$ cat src/rtl/flag_alu_pkg.sv
package flag_alu_pkg;

  typedef enum logic [2:0] {
    OP_ADD = 3'd0,
    OP_SUB = 3'd1,
    OP_AND = 3'd2,
    OP_OR  = 3'd3,
    OP_XOR = 3'd4,
    OP_CMP = 3'd5,
    OP_RS6 = 3'd6,
    OP_RS7 = 3'd7
  } alu_op_e;

  typedef enum logic [1:0] {
    LG_AND = 2'd0,
    LG_OR  = 2'd1,
    LG_XOR = 2'd2,
    LG_NONE = 2'd3
  } logic_fn_e;

  // Arithmetic class: add, subtract, compare.
  function automatic logic op_is_arith(alu_op_e op);
    return (op == OP_ADD) || (op == OP_SUB) || (op == OP_CMP);
  endfunction

  function automatic logic op_is_logic(alu_op_e op);
    return (op == OP_AND) || (op == OP_OR) || (op == OP_XOR);
  endfunction

  function automatic logic_fn_e logic_fn_of(alu_op_e op);
    case (op)
      OP_AND:  return LG_AND;
      OP_OR:   return LG_OR;
      OP_XOR:  return LG_XOR;
      default: return LG_NONE;
    endcase
  endfunction

endpackage

$ cat src/rtl/flag_alu_arith.sv
module flag_alu_arith #(
  parameter int W = 32
) (
  input  logic [W-1:0] a,
  input  logic [W-1:0] b,
  input  logic         do_sub,
  output logic [W-1:0] sum,
  output logic         ovf
);
  localparam int WIDE = 2 * W;

  // Exact signed result carried at double width.
  function automatic logic signed [WIDE-1:0] exact_result(
    input logic [W-1:0] x, input logic [W-1:0] y, input logic sub);
    logic signed [WIDE-1:0] xs;
    logic signed [WIDE-1:0] ys;
    xs = $signed({{W{x[W-1]}}, x});
    ys = $signed({{W{y[W-1]}}, y});
    return sub ? (xs - ys) : (xs + ys);
  endfunction

  // Re-widen a truncated word by sign extension.
  function automatic logic signed [WIDE-1:0] widen(input logic [W-1:0] v);
    return $signed({{W{v[W-1]}}, v});
  endfunction

  logic signed [WIDE-1:0] exact_w;

  always_comb begin
    exact_w = exact_result(a, b, do_sub);
    sum     = exact_w[W-1:0];
    ovf     = (widen(exact_w[W-1:0]) != exact_w);
  end
endmodule

$ cat src/rtl/flag_alu_logic.sv
module flag_alu_logic #(
  parameter int W = 32
) (
  input  logic [W-1:0]               a,
  input  logic [W-1:0]               b,
  input  flag_alu_pkg::logic_fn_e    fn,
  output logic [W-1:0]               y
);
  import flag_alu_pkg::*;

  always_comb begin
    case (fn)
      LG_AND:  y = a & b;
      LG_OR:   y = a | b;
      LG_XOR:  y = a ^ b;
      default: y = '0;
    endcase
  end
endmodule

$ cat src/rtl/flag_alu_flags.sv
module flag_alu_flags (
  input  logic clk,
  input  logic rst_n,
  input  logic load,
  input  logic sf_next,
  input  logic zf_next,
  input  logic of_next,
  output logic sf_q,
  output logic zf_q,
  output logic of_q
);
  always_ff @(posedge clk or negedge rst_n) begin
    if (!rst_n) begin
      sf_q <= 1'b0;
      zf_q <= 1'b0;
      of_q <= 1'b0;
    end else if (load) begin
      sf_q <= sf_next;
      zf_q <= zf_next;
      of_q <= of_next;
    end
  end
endmodule

$ cat src/rtl/flag_alu.sv
module flag_alu #(
  parameter int W = 32
) (
  input  logic         clk,
  input  logic         rst_n,
  input  logic [W-1:0] op_a,
  input  logic [W-1:0] op_b,
  input  logic [2:0]   op_sel,
  input  logic         flag_we,
  output logic [W-1:0] result,
  output logic         result_we,
  output logic         sign_flag,
  output logic         zero_flag,
  output logic         ovf_flag
);
  import flag_alu_pkg::*;

  alu_op_e     op;
  logic        is_arith;
  logic        is_logic;
  logic        op_valid;
  logic        want_sub;
  logic        flags_load;
  logic [W-1:0] arith_y;
  logic [W-1:0] logic_y;
  logic        arith_ovf;
  logic        sf_next;
  logic        zf_next;
  logic        of_next;
  logic_fn_e   lfn;

  always_comb begin
    op       = alu_op_e'(op_sel);
    is_arith = op_is_arith(op);
    is_logic = op_is_logic(op);
    op_valid = is_arith | is_logic;
    want_sub = (op == OP_SUB) || (op == OP_CMP);
    lfn      = logic_fn_of(op);
  end

  flag_alu_arith #(.W(W)) u_arith (
    .a(op_a), .b(op_b), .do_sub(want_sub), .sum(arith_y), .ovf(arith_ovf)
  );

  flag_alu_logic #(.W(W)) u_logic (
    .a(op_a), .b(op_b), .fn(lfn), .y(logic_y)
  );

  always_comb begin
    if (is_arith)      result = arith_y;
    else if (is_logic) result = logic_y;
    else               result = '0;
    result_we  = op_valid && (op != OP_CMP);
    sf_next    = result[W-1];
    zf_next    = (result == '0);
    of_next    = is_arith ? arith_ovf : 1'b0;
    flags_load = flag_we && op_valid;
  end

  flag_alu_flags u_flags (
    .clk(clk), .rst_n(rst_n), .load(flags_load),
    .sf_next(sf_next), .zf_next(zf_next), .of_next(of_next),
    .sf_q(sign_flag), .zf_q(zero_flag), .of_q(ovf_flag)
  );
endmodule

$ cat config.mk
export PLATFORM = sky130hd
export DESIGN_NAME = flag_alu
export DESIGN_NICKNAME = d
export VERILOG_FILES = /design/src/rtl/flag_alu_pkg.sv /design/src/rtl/flag_alu_arith.sv /design/src/rtl/flag_alu_logic.sv /design/src/rtl/flag_alu_flags.sv /design/src/rtl/flag_alu.sv
export SDC_FILE = /design/constraint.sdc
export NUM_CORES = 1
export LEC_CHECK = 0
export BUFFER_PORTS_ARGS = -buffer_cell sky130_fd_sc_hd__buf_4
export CORE_MARGIN = 5
export CORE_UTILIZATION = 45
export DETAILED_ROUTE_END_ITERATION = 6
export PLACE_DENSITY_LB_ADDON = 0.15
export RECOVER_POWER = 50
export SYNTH_ARGS = -nofsm -noshare
export SYNTH_HDL_FRONTEND = slang
export SYNTH_SLANG_ARGS = --single-unit
$ cat constraint.sdc
create_clock -name clk -period 5.15 [get_ports clk]
set_input_delay 0.515 -clock clk [delete_from_list [all_inputs] [get_ports clk]]
set_output_delay 0.515 -clock clk [all_outputs]
set_load 0.05 [all_outputs]
==> summary.txt, run 1 <==
STA
  • FMAX: roughly 200 MHz
  • Slew Limit Headroom: 51.22%
  • Count of final setup violators: 0
  • WHS: 0.09584 ns
  • Unrepaired setup endpoints after global routing: no
  • Fin Setup TNS: 0 ns
  • Final hold violation count: 0
  • Crit path time final: around 5 ns
  • Final max-slew violation count: 0
  • Clk_skew: 0 ns
  • Worst-Margin Slew: around 0.73 ns
  • Tcrit/Tclk final: 96.24%

Placement
  • Port Buffers: approximately 110
  • GPL Wtd Cong: 0.9311
  • Placed Area: 5963 um^2
  • DP Wirelength: around 13000 um

Logic synthesis
  • Yosys warning count: 0
  • EDFF count, synth: 0
  • Mapped cell area: between 4000 and 5000 um^2
  • Syn nets: approximately 850
  • Synth Area per Inst: between 6 and 7 um^2
  • Sequential element share of the synthesized area: 1.596%
  • Distinct cells, synth: 77
  • Synth Instances: around 680
  • #FFs+latches synth: 3
  • Main synth FF type: dfrtp_1
  • Ys async rst share: 100.0%

CTS
  • Number of H-tree levels: 1
  • PostCTS Resize Cnt: 0
  • Bufs on Longest Clock Path: 2
  • CTS sink count: 3
  • CTS Hold Buffers Added: 0
  • Clock latency on the worst-skew pair: roughly 0.22 ns
  • Clock-pin slew on the worst setup and hold paths: about 0.030 ns
  • CTS tree: done
  • Number of buffers created by CTS: 3
  • Setup bufs post-CTS: 0
  • Clock root cell: clkbuf_8

Floorplan
  • Die height: roughly 110 um
  • Top Ports: about 110
  • Die W: 112.2 um
  • Initial core utilization: 45.78%
  • Num rows: 37
  • Core area: 10280 um^2
  • Die Footprint: between 10000 and 15000 um^2

Final layout
  • Layout cells sized above 1: around 22%
  • Final nets: between 900 and 1000
  • N_diodes: 0
  • Final core occ: around three fifths
  • Cell area after layout: ~6000 um^2
  • Fillers: about 1000
  • Area delta synth->final: 27.82%

Detailed routing
  • Top layer in use: met4
  • Vias: 5457
  • Met1 wire length: about 7400 um
  • DR pass1 iterations: 4
  • DR WL met3: 892 um
  • DR vias/cell: around 5.8
  • DRC violations left: 0
  • DR WL/cell: roughly 17 um
  • Starting DRT DRC Count: 334
  • WL final: around 16000 um
  • DR WL met2: 7727 um
  • Antenna Violating Nets Remaining: 0

Critical path
  • Crit path max-delay family: compound AO/OA/AOI/OAI gates
  • Worst Path Arrival: roughly 4.4 ns
  • Crit path capture type: output port
  • Buf/Inv on CP: 6
  • R2r worst-path depth: 1
  • Crit path kind: input port to output port
  • CP Launch Type: input port
  • CP Cell Sequence: buf_4 -> inv_1 -> ha_1 -> nand3_1 -> or4_4 -> nor4_2 -> buf_4 -> nand2_1 -> o21ai_1 -> xnor2_1 -> ha_1 -> buf_4 -> nand4_1 -> o221a_2 -> o21bai_1 -> o21bai_1 -> a21oi_2 -> o21ai_1 -> buf_4 -> a311o_1 -> buf_4
  • Largest stage delay on the critical path: about 0.52 ns
  • Most used cell, CP: buf_4
  • CP max FO: 5
  • CP Depth: 21
  • Reg-to-reg slack, setup: roughly 4.4 ns
  • WP data required: 4.64 ns
  • Slowest library cell on the worst path: or4_4

GRT
  • First-pass GRT wire length: around 26000 um
  • Total track usage: 24.11%
  • Pin count of the biggest net entering global routing: 35
  • Initial antenna violation count: 0
  • Vias in the first global route: 5184
  • Congestion Overflow GR: 0

Power and ir drop
  • Tot Pwr: roughly 1100 uW
  • Power density cells: roughly 180 nW/um^2
  • Peak VDD IR: 0.00009777 V
  • Leakage: 0.002922 uW

Job
  • Max-cap violations: 0

Run status
  • Run status: completed

Min path
  • Hold Path Class: input port to asynchronous set/reset pin
## report_power, final
part	leakage (uW)	internal (uW)	switching [uW]
Sequential	0.0000395	27.6	2.11
Combinational	0.00286	383	625
Clock	0.0000228	52.9	16.9
Total	0.00292	463	644
## synth_stat cells, types with 10 or more instances
| cell type | number | share of area [%] |
|---|---|---|
| nand3_1 | 11 | 1.2 |
| nor3_1 | 12 | 1.3 |
| xor2_1 | 13 | 2.4 |
| a211oi_1 | 20 | 3.2 |
| xnor2_1 | 39 | 7.3 |
| o21ai_0 | 29 | 3.1 |
| nor2_1 | 54 | 4.3 |
| ha_1 | 97 | 26 |
| o31ai_1 | 13 | 2.1 |
| inv_1 | 83 | 6.6 |
| nand2_1 | 35 | 2.8 |
| nand2b_1 | 11 | 1.5 |
| a21o_1 | 12 | 1.9 |
| a21oi_1 | 63 | 6.7 |
| clkbuf_1 | 29 | 2.3 |
| mux2i_1 | 10 | 2.1 |
| nand4_1 | 12 | 1.6 |
| o21ai_1 | 14 | 1.5 |
## cell families (layout without fill, tap and decap cells)
logic type / after synthesis / in the layout / share of synthesized area [%]
compound gates: 221 / 221 / 30.80
simple gates: 173 / 173 / 18.78
buf+inv: 122 / 253 / 10.32
fa+ha+maj: 98 / 98 / 26.22
xor+xnor: 52 / 52 / 9.681
mux: 12 / 12 / 2.606
flops: 3 / 3 / 1.596
## sequential cells by signal, indices dropped and copies added, names as in the netlist
| register | flops |
|---|---|
| u_flags.of_q | 1 |
| u_flags.zf_q | 1 |
| u_flags.sf_q | 1 |
## through the flow
stage | setup WS, ns | instances
final | 0.1935 | 948
after global routing | 0.001132 | 948
after CTS | 0.04755 | 948
after detailed placement | -0.01336 | 944
after global placement | 0.1475 | 944
after floorplan | 0.04922 | 681
## cells in the final DEF (no fill, tap or decap), drive strengths merged, types with 3 or more instances in the layout
master / count
a211oi: 20
a21o: 12
a21oi: 63
a22oi: 8
a31oi: 9
buf: 151
clkbuf: 19
dfrtp: 3
ha: 97
inv: 83
mux2i: 10
nand2: 35
nand2b: 11
nand3: 11
nand4: 12
nor2: 55
nor2b: 6
nor3: 13
nor3b: 4
nor4: 4
o211ai: 6
o21a: 6
o21ai: 43
o21bai: 3
o221ai: 4
o22ai: 3
o31ai: 14
or2: 3
or3: 6
or4: 3
xnor2: 39
xor2: 13
## worst paths after layout
path	startpoint	to
max	op_b[0]	result[31]
min	rst_n	u_flags.of_q$_DFFE_PN0P_
max reg2reg	u_flags.sf_q$_DFFE_PN0P_	u_flags.sf_q$_DFFE_PN0P_
min reg2reg	u_flags.zf_q$_DFFE_PN0P_	u_flags.zf_q$_DFFE_PN0P_
max in group asynchronous	rst_n	u_flags.sf_q$_DFFE_PN0P_
min in group clk	u_flags.zf_q$_DFFE_PN0P_	u_flags.zf_q$_DFFE_PN0P_
## metal layers
| layer | up-vias | global-route usage, % |
|---|---|---|
| li1 | 2707 | - |
| met1 | 2556 | 33.03 |
| met2 | 177 | 42.11 |
| met3 | 17 | 1.186 |
| met4 | 0 | 4.647 |
| met5 | - | 0 |
## area by class of cell
cell class / count / area (um^2) / share of cell area (%)
clock buffer: 4 / 45.04 / 0.7491
inverter: 83 / 311.5 / 5.181
multi-input combinational: 556 / 4214 / 70.08
sequential: 3 / 75.07 / 1.248
tap: 136 / 170.2 / 2.830
timing repair buffer: 166 / 1197 / 19.91
Power figures use the tool's default switching activity.
==> run 2, diff against run 1 <==
--- a/config.mk
+++ b/config.mk
@@ -9,8 +9,10 @@
 export CORE_MARGIN = 5
 export CORE_UTILIZATION = 45
 export DETAILED_ROUTE_END_ITERATION = 6
+export GPL_TIMING_DRIVEN = 0
 export PLACE_DENSITY_LB_ADDON = 0.15
 export RECOVER_POWER = 50
+export SETUP_SLACK_MARGIN = 0.3
 export SYNTH_ARGS = -nofsm -noshare
 export SYNTH_HDL_FRONTEND = slang
 export SYNTH_SLANG_ARGS = --single-unit
==> summary.txt, run 2 (synthesis gave the netlist of run 1 again) <==
STA
  • Clk_skew: 0 ns (unchanged)
  • Count of final setup violators: 0 (unchanged)
  • Final worst setup slack: 0.2040 ns (+0.01049 ns)
  • FMAX: 202.2 MHz (+0.21%)
  • Final hold violation count: 0 (unchanged)
  • Slew Limit Headroom: 43.89% (-7.3 points)
  • WHS: 0.1034 ns (+0.007548 ns)
  • Unrepaired setup endpoints after global routing: yes
  • Final max-slew violation count: 0 (unchanged)
  • Fin Setup TNS: 0 ns (unchanged)
  • Tcrit/Tclk final: 96.04% (-0.20 points)
  • Worst-Margin Slew: 0.8416 ns (+0.1099 ns)
  • Crit path time final: 4.946 ns (-0.01049 ns)

Run status
  • Run status: completed

Final layout
  • Commonest non-fill, non-tap cells in the layout: 118 x buf_4, 94 x ha_1, 80 x inv_1
  • N_diodes: 0 (unchanged)
  • Top flop regs: u_flags.of_q x1, u_flags.sf_q x1, u_flags.zf_q x1
  • Area delta synth->final: 38.99%
  • Layout cells sized above 1: 28.68% (+6.4 points)
  • Commonest non-fill, non-tap cell in the layout: buf_4
  • Cell area after layout: 6539 um^2 (+8.7%)
  • Final core occ: 63.62% (+5.1 points)
  • Final nets: 992 (+1.1%)

GRT
  • First-pass GRT wire length: 26230 um (+2.4%)
  • Congestion Overflow GR: 0 (unchanged)
  • Initial antenna violation count: 0 (unchanged)
  • Pin count of the biggest net entering global routing: 11 (-69%)
  • Total track usage: 24.81% (+0.71 points)
  • Vias in the first global route: 5374 (+3.7%)

Floorplan
  • Die Footprint: 12600 um^2 (unchanged)
  • Top Ports: 106 (unchanged)
  • Die W: 112.2 um (unchanged)
  • Die height: 112.2 um (unchanged)
  • Initial core utilization: 45.78% (unchanged)
  • Num rows: 37 (unchanged)
  • Core area: 10280 um^2 (unchanged)

Critical path
  • Most used cell, CP: clkbuf_8
  • CP Cell Sequence: buf_4 -> buf_6 -> clkbuf_16 -> nand2b_1 -> clkbuf_8 -> clkbuf_8 -> o31ai_1 -> xnor2_1 -> ha_2 -> o21ai_1 -> a21oi_1 -> o221a_1 -> nor3_1 -> a221o_1 -> or4_4 -> or4b_4 -> nor4_4 -> nand4b_1 -> o31ai_2
  • Slowest library cell on the worst path: or4b_4
  • Worst Path Arrival: 5.07 ns (+0.63 ns)
  • Crit path max-delay family: simple AND/OR/NAND/NOR gates
  • Crit path capture type: flop
  • Buf/Inv on CP: 5 (-1)
  • Crit path kind: input port to flop
  • Reg-to-reg slack, setup: 4.38 ns (-0.02 ns)
  • CP Launch Type: input port
  • CP max FO: 10 (+5)
  • Largest stage delay on the critical path: 0.60 ns (+0.08 ns)
  • WP data required: 5.27 ns (+0.63 ns)

Detailed routing
  • DR WL/cell: 17.71 um (+3.2%)
  • DR pass1 iterations: 5 (+1)
  • Antenna Violating Nets Remaining: 0 (unchanged)
  • Vias: 5600 (+2.6%)
  • Starting DRT DRC Count: 326 (-2.4%)
  • DR vias/cell: 5.839 (+1.4%)
  • DRC violations left: 0 (unchanged)
  • WL final: 16990 um (+4.4%)

Power and ir drop
  • Leakage: 0.003093 uW (+5.8%)
  • Peak VDD IR: 0.0001089 V (+11%)
  • Reg power frac: 2.5% (-0.2 points)
  • Int Power: 492.3 uW (+6.3%)
  • Power density cells: 180.2 nW/um^2 (-2.1%)
  • Clock power frac: 5.8% (-0.5 points)
  • Comb pwr share: 91.7% (+0.7 points)
  • Switching power: 686.2 uW (+6.6%)
  • Switch share: 58.23% (+0.060 points)

CTS
  • CTS sink count: 3 (unchanged)
  • Clock root cell: clkbuf_8
  • CTS Hold Buffers Added: 0 (unchanged)
  • Number of H-tree levels: 1 (unchanged)
  • Number of buffers created by CTS: 3 (unchanged)
  • Clock latency on the worst-skew pair: 0.21 ns (about the same)
  • CTS tree: done
  • Clock-pin slew on the worst setup and hold paths: 0.03 ns (about the same)
  • Bufs on Longest Clock Path: 2 (unchanged)

Placement
  • DP Wirelength: 13110 um (-2.7%)
  • GPL Wtd Cong: 0.8988 (-3.5%)
  • DP Worst Slack: -1.127 ns (-1.114 ns)
  • Port Buffers: 103 (-1.9%)
  • Placed Area: 5699 um^2 (-4.4%)

Job
  • Max-cap violations: 0 (unchanged)

Min path
  • Hold Path Class: input port to asynchronous set/reset pin
==> run 2: cell count changes in the layout (fill, tap and decap cells not counted), moves of 6 or more <==
cell      before  now
a21oi_1       62   55
buf_4        149  118
buf_6          2   12
clkbuf_1      16   25
clkbuf_2       0    9
o21ai_0       21   15
o21ai_1       20   12
o21ai_2        2   16
==> run 2: final timing paths <==
path                                                from  cells past startpoint                  endpoint
min in group clk                u_flags.zf_q$_DFFE_PN0P_                      2  u_flags.zf_q$_DFFE_PN0P_
max in group asynchronous                          rst_n                      1  u_flags.zf_q$_DFFE_PN0P_
worst max-delay path                           op_sel[0]                     19  u_flags.zf_q$_DFFE_PN0P_
worst max register to register  u_flags.sf_q$_DFFE_PN0P_                      1  u_flags.sf_q$_DFFE_PN0P_
worst min-delay path                               rst_n                      1  u_flags.sf_q$_DFFE_PN0P_
worst min register to register  u_flags.zf_q$_DFFE_PN0P_                      2  u_flags.zf_q$_DFFE_PN0P_
==> run 2: metrics by stage <==
step | total power [uW] | cells
after floorplan | 699.0 | 681
final | 1178 | 959
after CTS | 1115 | 946
after global routing | 1259 | 959
after global placement | 958.3 | 920
after detailed placement | 969.5 | 920
==> run 2: final cells by class <==
cell class	instances	area, um^2
inverter	83	324.1
buffer	39	299.0
multi-input combinational	556	4589
tap	136	170.2
timing repair buffer	138	1036
clock buffer	4	45.04
fill	947	3739
sequential	3	75.07
==> run 2: repair_timing <==
| item | in CTS | in global routing |
|---|---|---|
| setup buffers | 22 | 13 |
| setup endpoints to repair | 29 | 14 |
| pin swaps | 30 | 34 |
| gates resized for setup | 93 | 59 |
==> run 2: power groups by stage <==
stage          combinational [uW]  sequential (uW)  clock (uW)
3_3_place_gp                  929             29.6           0
4_1_cts                      1020             30.0        68.4
5_1_grt                      1160             30.5        71.2
6_report                     1080             29.7        68.2
2_1_floorplan                 656             43.3           0
3_5_place_dp                  939             30.2           0
==> run 2: routing by layer <==
metal | GRT usage, % | share of wire [%]
met5 | 0 | 0
met4 | 7.292 | 2.2
met3 | 2.426 | 6.4
met2 | 43.90 | 49
met1 | 31.80 | 42
